[src/rtl/evt_pkg.sv]
package evt_pkg;
  localparam int NCLS = 9;

  // grant bit positions, lowest index = highest priority
  localparam int IX_RST  = 0;
  localparam int IX_MCK  = 1;
  localparam int IX_TSW  = 2;
  localparam int IX_SMI  = 3;
  localparam int IX_INIT = 4;
  localparam int IX_DBG  = 5;
  localparam int IX_NMI  = 6;
  localparam int IX_INTR = 7;
  localparam int IX_FLT  = 8;

  localparam logic [7:0] VEC_NMI  = 8'd2;
  localparam logic [7:0] VEC_MCK  = 8'd18;
  localparam logic [7:0] VEC_TRAP = 8'd1;

  typedef enum logic [1:0] {
    ROLE_OFF  = 2'b00,
    ROLE_MASK = 2'b01,
    ROLE_NMI  = 2'b10,
    ROLE_OFFB = 2'b11
  } role_e;
endpackage

[src/rtl/evt_edge_latch.sv]
module evt_edge_latch (
  input  logic clk,
  input  logic rst_n,
  input  logic src,
  input  logic clr,
  output logic pend
);
  logic src_q;

  always_ff @(posedge clk or negedge rst_n) begin
    if (!rst_n) begin
      src_q <= 1'b0;
      pend  <= 1'b0;
    end else begin
      src_q <= src;
      // a fresh edge wins over a same-cycle clear
      pend  <= (pend & ~clr) | (src & ~src_q);
    end
  end

  AST_PEND_HOLD: assert property (@(posedge clk) disable iff (!rst_n)
    pend && !clr |=> pend);
endmodule

[src/rtl/evt_pin_route.sv]
module evt_pin_route
  import evt_pkg::*;
#(
  parameter int NPIN = 2
) (
  input  logic              clk,
  input  logic              rst_n,
  input  logic              cfg_we,
  input  logic [2*NPIN-1:0] cfg_roles,
  input  logic [NPIN-1:0]   pins,
  output logic              mask_any,
  output logic              nmi_any
);
  logic [2*NPIN-1:0] roles;
  logic [NPIN-1:0]   is_mask;
  logic [NPIN-1:0]   is_nmi;

  for (genvar p = 0; p < NPIN; p++) begin : g_pin
    localparam role_e DEF = (p == 0) ? ROLE_MASK : (p == 1) ? ROLE_NMI : ROLE_OFF;

    always_ff @(posedge clk or negedge rst_n) begin
      if (!rst_n)      roles[2*p +: 2] <= DEF;
      else if (cfg_we) roles[2*p +: 2] <= cfg_roles[2*p +: 2];
    end

    assign is_mask[p] = pins[p] && (roles[2*p +: 2] == ROLE_MASK);
    assign is_nmi[p]  = pins[p] && (roles[2*p +: 2] == ROLE_NMI);
  end

  assign mask_any = |is_mask;
  assign nmi_any  = |is_nmi;

  AST_ROLE_STABLE: assert property (@(posedge clk) disable iff (!rst_n)
    !cfg_we |=> $stable(roles));
endmodule

[src/rtl/evt_prio_sel.sv]
module evt_prio_sel #(
  parameter int N = 9
) (
  input  logic [N-1:0] req,
  output logic [N-1:0] grant
);
  logic [N-1:0] above;

  for (genvar i = 0; i < N; i++) begin : g_chain
    if (i == 0) begin : g_top
      assign above[i] = 1'b0;
    end else begin : g_rest
      assign above[i] = above[i-1] | req[i-1];
    end
    assign grant[i] = req[i] & ~above[i];
  end
endmodule

[src/rtl/evt_prio_arb.sv]
module evt_prio_arb
  import evt_pkg::*;
#(
  parameter int          NPIN      = 2,
  parameter int          VW        = 8,
  parameter int          AW        = 16,
  parameter logic [15:0] GATE_PORT = 16'h0070,
  parameter int          GATE_BIT  = 7
) (
  input  logic              clk,
  input  logic              rst_n,
  input  logic              boundary,
  input  logic              reset_req,
  input  logic              mcheck_req,
  input  logic              task_trap_req,
  input  logic              smi_req,
  input  logic              init_req,
  input  logic              prev_trap_req,
  input  logic              fault_req,
  input  logic [VW-1:0]     fault_vec,
  input  logic [NPIN-1:0]   lint_pin,
  input  logic              intr_req,
  input  logic [VW-1:0]     intr_vec,
  input  logic              if_flag,
  input  logic              io_wr_en,
  input  logic [AW-1:0]     io_wr_addr,
  input  logic [7:0]        io_wr_data,
  input  logic              cfg_we,
  input  logic [2*NPIN-1:0] cfg_roles,
  input  logic              rsm_stb,
  output logic [NCLS-1:0]   take_evt,
  output logic [VW-1:0]     evt_vec,
  output logic              smm_active
);
  logic            mask_any, nmi_any;
  logic            nmi_pend, smi_pend;
  logic            nmi_blk;
  logic [NCLS-1:0] req, grant, live;
  logic [VW-1:0]   vec_nxt;

  evt_pin_route #(.NPIN(NPIN)) u_route (
    .clk(clk), .rst_n(rst_n), .cfg_we(cfg_we), .cfg_roles(cfg_roles),
    .pins(lint_pin), .mask_any(mask_any), .nmi_any(nmi_any)
  );

  evt_edge_latch u_nmi (
    .clk(clk), .rst_n(rst_n), .src(nmi_any),
    .clr(live[IX_NMI]), .pend(nmi_pend)
  );

  evt_edge_latch u_smi (
    .clk(clk), .rst_n(rst_n), .src(smi_req),
    .clr(live[IX_SMI]), .pend(smi_pend)
  );

  // hardware NMI gate on the dedicated I/O port
  always_ff @(posedge clk or negedge rst_n) begin
    if (!rst_n)                                      nmi_blk <= 1'b0;
    else if (io_wr_en && io_wr_addr == AW'(GATE_PORT)) nmi_blk <= io_wr_data[GATE_BIT];
  end

  always_comb begin
    req          = '0;
    req[IX_RST]  = reset_req;
    req[IX_MCK]  = mcheck_req;
    req[IX_TSW]  = task_trap_req;
    req[IX_SMI]  = smi_pend & ~smm_active;
    req[IX_INIT] = init_req;
    req[IX_DBG]  = prev_trap_req;
    req[IX_NMI]  = nmi_pend & ~nmi_blk;
    req[IX_INTR] = (intr_req | mask_any) & if_flag;
    req[IX_FLT]  = fault_req;
  end

  evt_prio_sel #(.N(NCLS)) u_sel (.req(req), .grant(grant));

  assign live = boundary ? grant : '0;

  always_comb begin
    vec_nxt = '0;
    if (live[IX_MCK])                  vec_nxt = VW'(VEC_MCK);
    if (live[IX_TSW] || live[IX_DBG])  vec_nxt = VW'(VEC_TRAP);
    if (live[IX_NMI])                  vec_nxt = VW'(VEC_NMI);
    if (live[IX_INTR])                 vec_nxt = intr_vec;
    if (live[IX_FLT])                  vec_nxt = fault_vec;
  end

  always_ff @(posedge clk or negedge rst_n) begin
    if (!rst_n) begin
      take_evt   <= '0;
      evt_vec    <= '0;
      smm_active <= 1'b0;
    end else begin
      take_evt <= live;
      evt_vec  <= vec_nxt;
      if (live[IX_SMI])  smm_active <= 1'b1;
      else if (rsm_stb)  smm_active <= 1'b0;
    end
  end

  AST_ONE_TAKE: assert property (@(posedge clk) disable iff (!rst_n)
    $onehot0(take_evt));
  AST_IDLE_NO_TAKE: assert property (@(posedge clk) disable iff (!rst_n)
    !boundary |=> take_evt == '0);
  AST_NMI_VEC: assert property (@(posedge clk) disable iff (!rst_n)
    take_evt[IX_NMI] |-> evt_vec == VW'(VEC_NMI));
  AST_IF_MASK: assert property (@(posedge clk) disable iff (!rst_n)
    boundary && !if_flag |=> !take_evt[IX_INTR]);
  AST_GATE_SHUT: assert property (@(posedge clk) disable iff (!rst_n)
    nmi_blk |=> !take_evt[IX_NMI]);
  AST_SMM_ON: assert property (@(posedge clk) disable iff (!rst_n)
    take_evt[IX_SMI] |-> smm_active);
  AST_RSM_OFF: assert property (@(posedge clk) disable iff (!rst_n)
    rsm_stb && smm_active |=> !smm_active);
  AST_SMI_HELD: assert property (@(posedge clk) disable iff (!rst_n)
    smm_active |=> !take_evt[IX_SMI]);
endmodule

[config.mk]
export PLATFORM = sky130hd
export DESIGN_NAME = evt_prio_arb
export DESIGN_NICKNAME = d
export VERILOG_FILES = /design/src/rtl/evt_pkg.sv /design/src/rtl/evt_edge_latch.sv /design/src/rtl/evt_pin_route.sv /design/src/rtl/evt_prio_sel.sv /design/src/rtl/evt_prio_arb.sv
export SDC_FILE = /design/constraint.sdc
export NUM_CORES = 1
export LEC_CHECK = 0
export ABC_AREA = 1
export BUFFER_PORTS_ARGS = -buffer_cell sky130_fd_sc_hd__clkbuf_2
export CAP_MARGIN = 5
export CORE_ASPECT_RATIO = 2
export CORE_UTILIZATION = 40
export DETAILED_ROUTE_END_ITERATION = 7
export PLACE_DENSITY = 0.77
export SLEW_MARGIN = 0
export SYNTH_ARGS = -nofsm -noshare
export SYNTH_HDL_FRONTEND = slang
export SYNTH_HIERARCHICAL = 1
export SYNTH_SLANG_ARGS = --single-unit
[constraint.sdc]
create_clock -name clk -period 2.3 [get_ports clk]
set_input_delay 0.345 -clock clk [delete_from_list [all_inputs] [get_ports clk]]
set_output_delay 0.345 -clock clk [all_outputs]
set_load 0.005 [all_outputs]
=== Yosys cells after proc, flatten, opt, wreduce, memory -nomap -nowiden ===
Cells that the tools add are included.

* Register bits: 27
* Input port bits: 61
* Logic and storage cells: 71

* Equal/unequal tests: 5
* Mux-type cells: 8
* Bitwise operators: 39
* Reductions and logical operators: 9

{| class="wikitable"
|+ Operator list
! operator !! number
|-
| $mux 8 || 4
|-
| $eq 16x7->1 const B || 1
|-
| $and 1x1->1 || 15
|-
| $not 1->1 || 14
|-
| $or 1x1->1 || 10
|-
| $mux 9 || 1
|-
| $logic_and 1x1->1 || 5
|-
| $mux 5 || 1
|-
| $eq 2x1->1 const B || 2
|-
| $eq 2x2->1 const B || 2
|-
| $reduce_or 2->1 || 2
|-
| $mux 1 || 2
|-
| $reduce_bool 2->1 || 1
|-
| $logic_or 1x1->1 || 1
|}

=== Depth between registers and ports, before layout ===
* Depth after elaboration: 15
* Depth in mapped cells: 13

=== By module ===
Netlist, hierarchy kept.

{| class="wikitable"
|+ By module, submodules not included
! module !! instances !! cells an instance !! area an instance (um^2) !! sequential area each (um^2)
|-
| evt_prio_arb || 1 || 96 || 849.6 || 475.5
|-
| evt_pin_route || 1 || 22 || 180.2 || 102.6
|-
| evt_edge_latch || 2 || 7 || 68.8 || 50.0
|-
| evt_prio_sel || 1 || 21 || 107.6 || 0.0
|}

=== Worst setup path after synthesis ===
Ideal clock, no wire load.

* Path type: register to register
* From: register u_route.roles[3]
* To: register evt_vec[1]
* Setup time: 0.116 ns
* Arrival time: 1.434 ns
* Data required time: 2.184 ns
* Setup slack: 0.749 ns
* Stages on the path, launching flop included: 13
* Clock period less this slack: 1.551 ns
* Cells stage by stage: dfstp_2 -> inv_1 -> nand3_1 -> nand2_1 -> o21a_1 -> inv_1 -> nand2_1 -> nor2_1 -> nand2_4 -> inv_2 -> nor2_1 -> nand2_1 -> nand2_1

* Word-level cells in the longest chain between the ends: 10
* Elaborated cells on any way between the ends: 12

{| class="wikitable"
|+ Ends and longest elaborated chain
! element !! RTL line !! text
|-
| start: declaration || evt_pin_route.sv:14 || <nowiki>logic [2*NPIN-1:0] roles;</nowiki>
|-
| start signal: indexed assignment || evt_pin_route.sv:23 || <nowiki>else if (cfg_we) roles[2*p +: 2] <= cfg_roles[2*p +: 2];</nowiki>
|-
| $eq 2x1->1 || evt_pin_route.sv:26 || <nowiki>assign is_mask[p] = pins[p] && (roles[2*p +: 2] == ROLE_MASK);</nowiki>
|-
| $logic_and 1x1->1 || evt_pin_route.sv:26 ||
|-
| $reduce_or 2->1 || evt_pin_route.sv:30 || <nowiki>assign mask_any = |is_mask;</nowiki>
|-
| via mask_any || evt_prio_arb.sv:35 || <nowiki>logic mask_any, nmi_any;</nowiki>
|-
| $or 1x1->1 || evt_prio_arb.sv:71 || <nowiki>req[IX_INTR] = (intr_req | mask_any) & if_flag;</nowiki>
|-
| $and 1x1->1 || evt_prio_arb.sv:71 ||
|-
| via req[7] || evt_prio_arb.sv:38 || <nowiki>logic [NCLS-1:0] req, grant, live;</nowiki>
|-
| $or 1x1->1 || evt_prio_sel.sv:13 || <nowiki>assign above[i] = above[i-1] | req[i-1];</nowiki>
|-
| $not 1->1 || evt_prio_sel.sv:15 || <nowiki>assign grant[i] = req[i] & ~above[i];</nowiki>
|-
| $and 1x1->1 || evt_prio_sel.sv:15 ||
|-
| via grant[8] || evt_prio_arb.sv:38 ||
|-
| $mux 9 || evt_prio_arb.sv:77 || <nowiki>assign live = boundary ? grant : '0;</nowiki>
|-
| via live[8] || evt_prio_arb.sv:38 ||
|-
| $mux 8 || evt_prio_arb.sv:85 || <nowiki>if (live[IX_FLT]) vec_nxt = fault_vec;</nowiki>
|-
| via vec_nxt[1] || evt_prio_arb.sv:39 || <nowiki>logic [VW-1:0] vec_nxt;</nowiki>
|-
| end signal: assignment || evt_prio_arb.sv:95 || <nowiki>evt_vec <= vec_nxt;</nowiki>
|-
| end: declaration || evt_prio_arb.sv:32 || <nowiki>output logic [VW-1:0] evt_vec,</nowiki>
|}

The timed path passes the listed nets, and every way through them passes these cells.
A chain may end at the register's enable or synchronous reset.

=== Worst setup path in the final report ===
Ends and elaborated chain as after synthesis.

==> flow_summary.toml <==
[critical_path]
reg2reg_from = "u_route/roles[3]"
critPathCaptureType = "register"
crit_fanout = 8
path_class = "register to register"
ff2ff_path_depth = 12
reg2reg_to = "evt_vec[1]"
rrSetupSlack_ns = 0.59
critical_path_required_ns = 2.47
crit_path_start_kind = "register"
cp.arrival_ns = 1.88

[timing]
maxSlewHeadroom_pct = 56.56
setup_viol = 0
worst_pin_slew_ns = 0.6515
max_freq_mhz = 584.7
period_needed_ns = 1.710
hold_viol = 0
slew_violations = 0
holdWs_ns = 0.08719
skew_ns = 0.0009608
tns_ns = 0
fin_crit_sh_pct = 74.36
setup_ws_ns = 0.5898
grt_setup_unrepaired = "no"

[power]
power_density_nw_per_um2 = 515.8
leakagePower_nw = 1.048
ir_drop_mv = 0.4349

[placed_design]
dp_hpwl_um = 2215
place_ws_ns = 0.5927
portBuffers = 71
gp_congestion = 0.7414
dp_cells = 252

[logic_synthesis]
synth-seq-cells = 27
synth_fp_nets = 214
synth-seq-area-share_pct = 53.19
syn_area_um2 = 1275
yosys_warnings = 6
netlist_instances = 153
synth_top_cell_area_share_pct = 49.07
syn_area_per_cell_um2 = 8.333
synth.distinct_cells = 24
synth_top_area_cell = "dfrtp_1"
ys_top_cells_by_area = "dfrtp_1 (49%), nand2_1 (11%), inv_1 (7.7%)"

[global_route]
grt-ovfl-total = 0
antenna_found_initial = 0
grt_max_degree = 28
first_global_vias = 1042
grt_pass1_wl_um = 4153
grt_usage_pct = 15.81

[clock_tree]
cts_made_buffers = 3
clock_latency_ns = 0.26
post-cts-setup-buffers = 0
clkSinkCount = 27
clockBufferDepth = 2
htreeDepth = 1
root_buffer = "clkbuf_8"
cts-resized-gates = 0
cts.reportedPaths.clkPinSlew_ns = 0.08
cts_tree = "done"
hold_buffers = 0

[worst_hold_path]
hp-class = "input port to async pin"

[drt]
wl_per_cell_um = 10.20
drt-pass1-iter-count = 4
num_vias = 1160
drt_wl_total_um = 2612
drcViolationCount = 0
drt-initial-drc-count = 16
ant_nets = 0
viasPerCell = 4.531

[floorplan]
die-area_um2 = 3431
rows = 28
coreArea_um2 = 2978
io_pins = 79
initial_utilization_pct = 42.82
fp.dieH_um = 81.84
dieWidth_um = 41.92

[finish]
final_cell_count_no_fill = 256
drive_gt1_share_pct = 40.27
antennaDiodeCount = 0
ff_latch_area_um2 = 678.2
multi_input_area_um2 = 461.7
fillers = 300
postLayoutCoreUtil_pct = 56.89
fin_nets = 288
syn_to_final_growth_pct = 32.87

[status]
outcome = "finished clean"

[flow_run]
drv_cap = 0
[per-stage QoR]
step	power, mW	instance area, um2
finish	0.8738	1694
CTS	0.8881	1694
global placement	0.6202	1649
floorplan	0.5549	1275
global route	0.9261	1694
detailed placement	0.6251	1649
[critical path, stage by stage, from the launching register on]
cell,delay (ns)
dfstp_2,0.54
inv_1,0.05
nand3_1,0.07
nand2_1,0.06
o21a_1,0.18
inv_1,0.07
nand2_1,0.05
nor2_1,0.21
nand2_4,0.10
inv_2,0.13
nor2_1,0.06
nand2_1,0.06
nand2_1,0.04
[cells in the mapped netlist]
master / count
buf_6: 1
nand2_1: 39
a31oi_2: 1
o21a_1: 1
inv_8: 1
nor2_2: 2
dfrtp_1: 25
buf_4: 1
nand2_2: 4
nor3_1: 2
nand2_4: 1
nand3_2: 2
o21ai_1: 1
nor2_1: 20
nand3_1: 5
nor4_1: 2
o21ai_0: 10
nand2_8: 1
inv_2: 2
dfstp_2: 2
nand4_1: 2
inv_1: 26
nor2_4: 1
a21oi_1: 1
[power by group]
group	switching [mW]	leakage (nW)	internal (mW)	total, mW
sequential	0.00764	0.350	0.494	0.501
clock	0.136	0.0228	0.124	0.260
combinational	0.0589	0.675	0.0535	0.112
[state kept, by name, summed over array words and instances, names as in the netlist]
| name | count |
|---|---|
| smm_active | 1 |
| nmi_blk | 1 |
| take_evt | 9 |
| u_route/roles | 4 |
| evt_vec | 8 |
| u_nmi/src_q | 1 |
| u_smi/pend | 1 |
| u_smi/src_q | 1 |
| u_nmi/pend | 1 |
[metal layers]
| layer | routed length [um] | track usage, % | vias up | share of wire (%) |
|---|---|---|---|---|
| met4 | 36 | 8.710 | 0 | 1.4 |
| met2 | 1524 | 31.25 | 43 | 58 |
| met5 | 0 | 0 | - | 0 |
| met1 | 895 | 15.34 | 509 | 34 |
| met3 | 156 | 1.758 | 2 | 6.0 |
| li1 | - | - | 606 | - |
[cell type report]
class | count | share of cell area [%]
inverter | 29 | 6.869
tap | 30 | 2.216
sequential | 27 | 40.03
clock buffer | 4 | 2.659
multi-input combinational | 95 | 27.25
timing repair buffer | 71 | 20.97
[logic make-up (layout without fill, tap and decap cells)]
logic type      Yosys count  count (layout)  share of synthesized area, %
compound gates           14              14                         6.280
buf+inv                  31             104                         10.60
flops                    27              27                         53.19
simple gates             81              81                         29.93
[worst max path at each step]
stage,startpoint,depth (start not counted),endpoint
floorplan,u_route/roles[3],12,evt_vec[1]
global route,u_smi/pend,12,evt_vec[4]
CTS,u_route/roles[3],12,evt_vec[1]
finish,u_route/roles[3],12,evt_vec[1]
detailed placement,u_route/roles[3],12,evt_vec[1]
global placement,u_route/roles[3],12,evt_vec[1]
[cell usage in the layout, fill, tap and decap left out, drive strengths merged]
cell type and n:
nand4 2, dfstp 2, a31oi 1, dfrtp 25, nor3 2, o21a 1
a21oi 1, nor4 2, clkbuf 75, nand2 45, nand3 7, o21ai 11
inv 29, nor2 23
No activity file was read; power rests on OpenSTA's default activity.
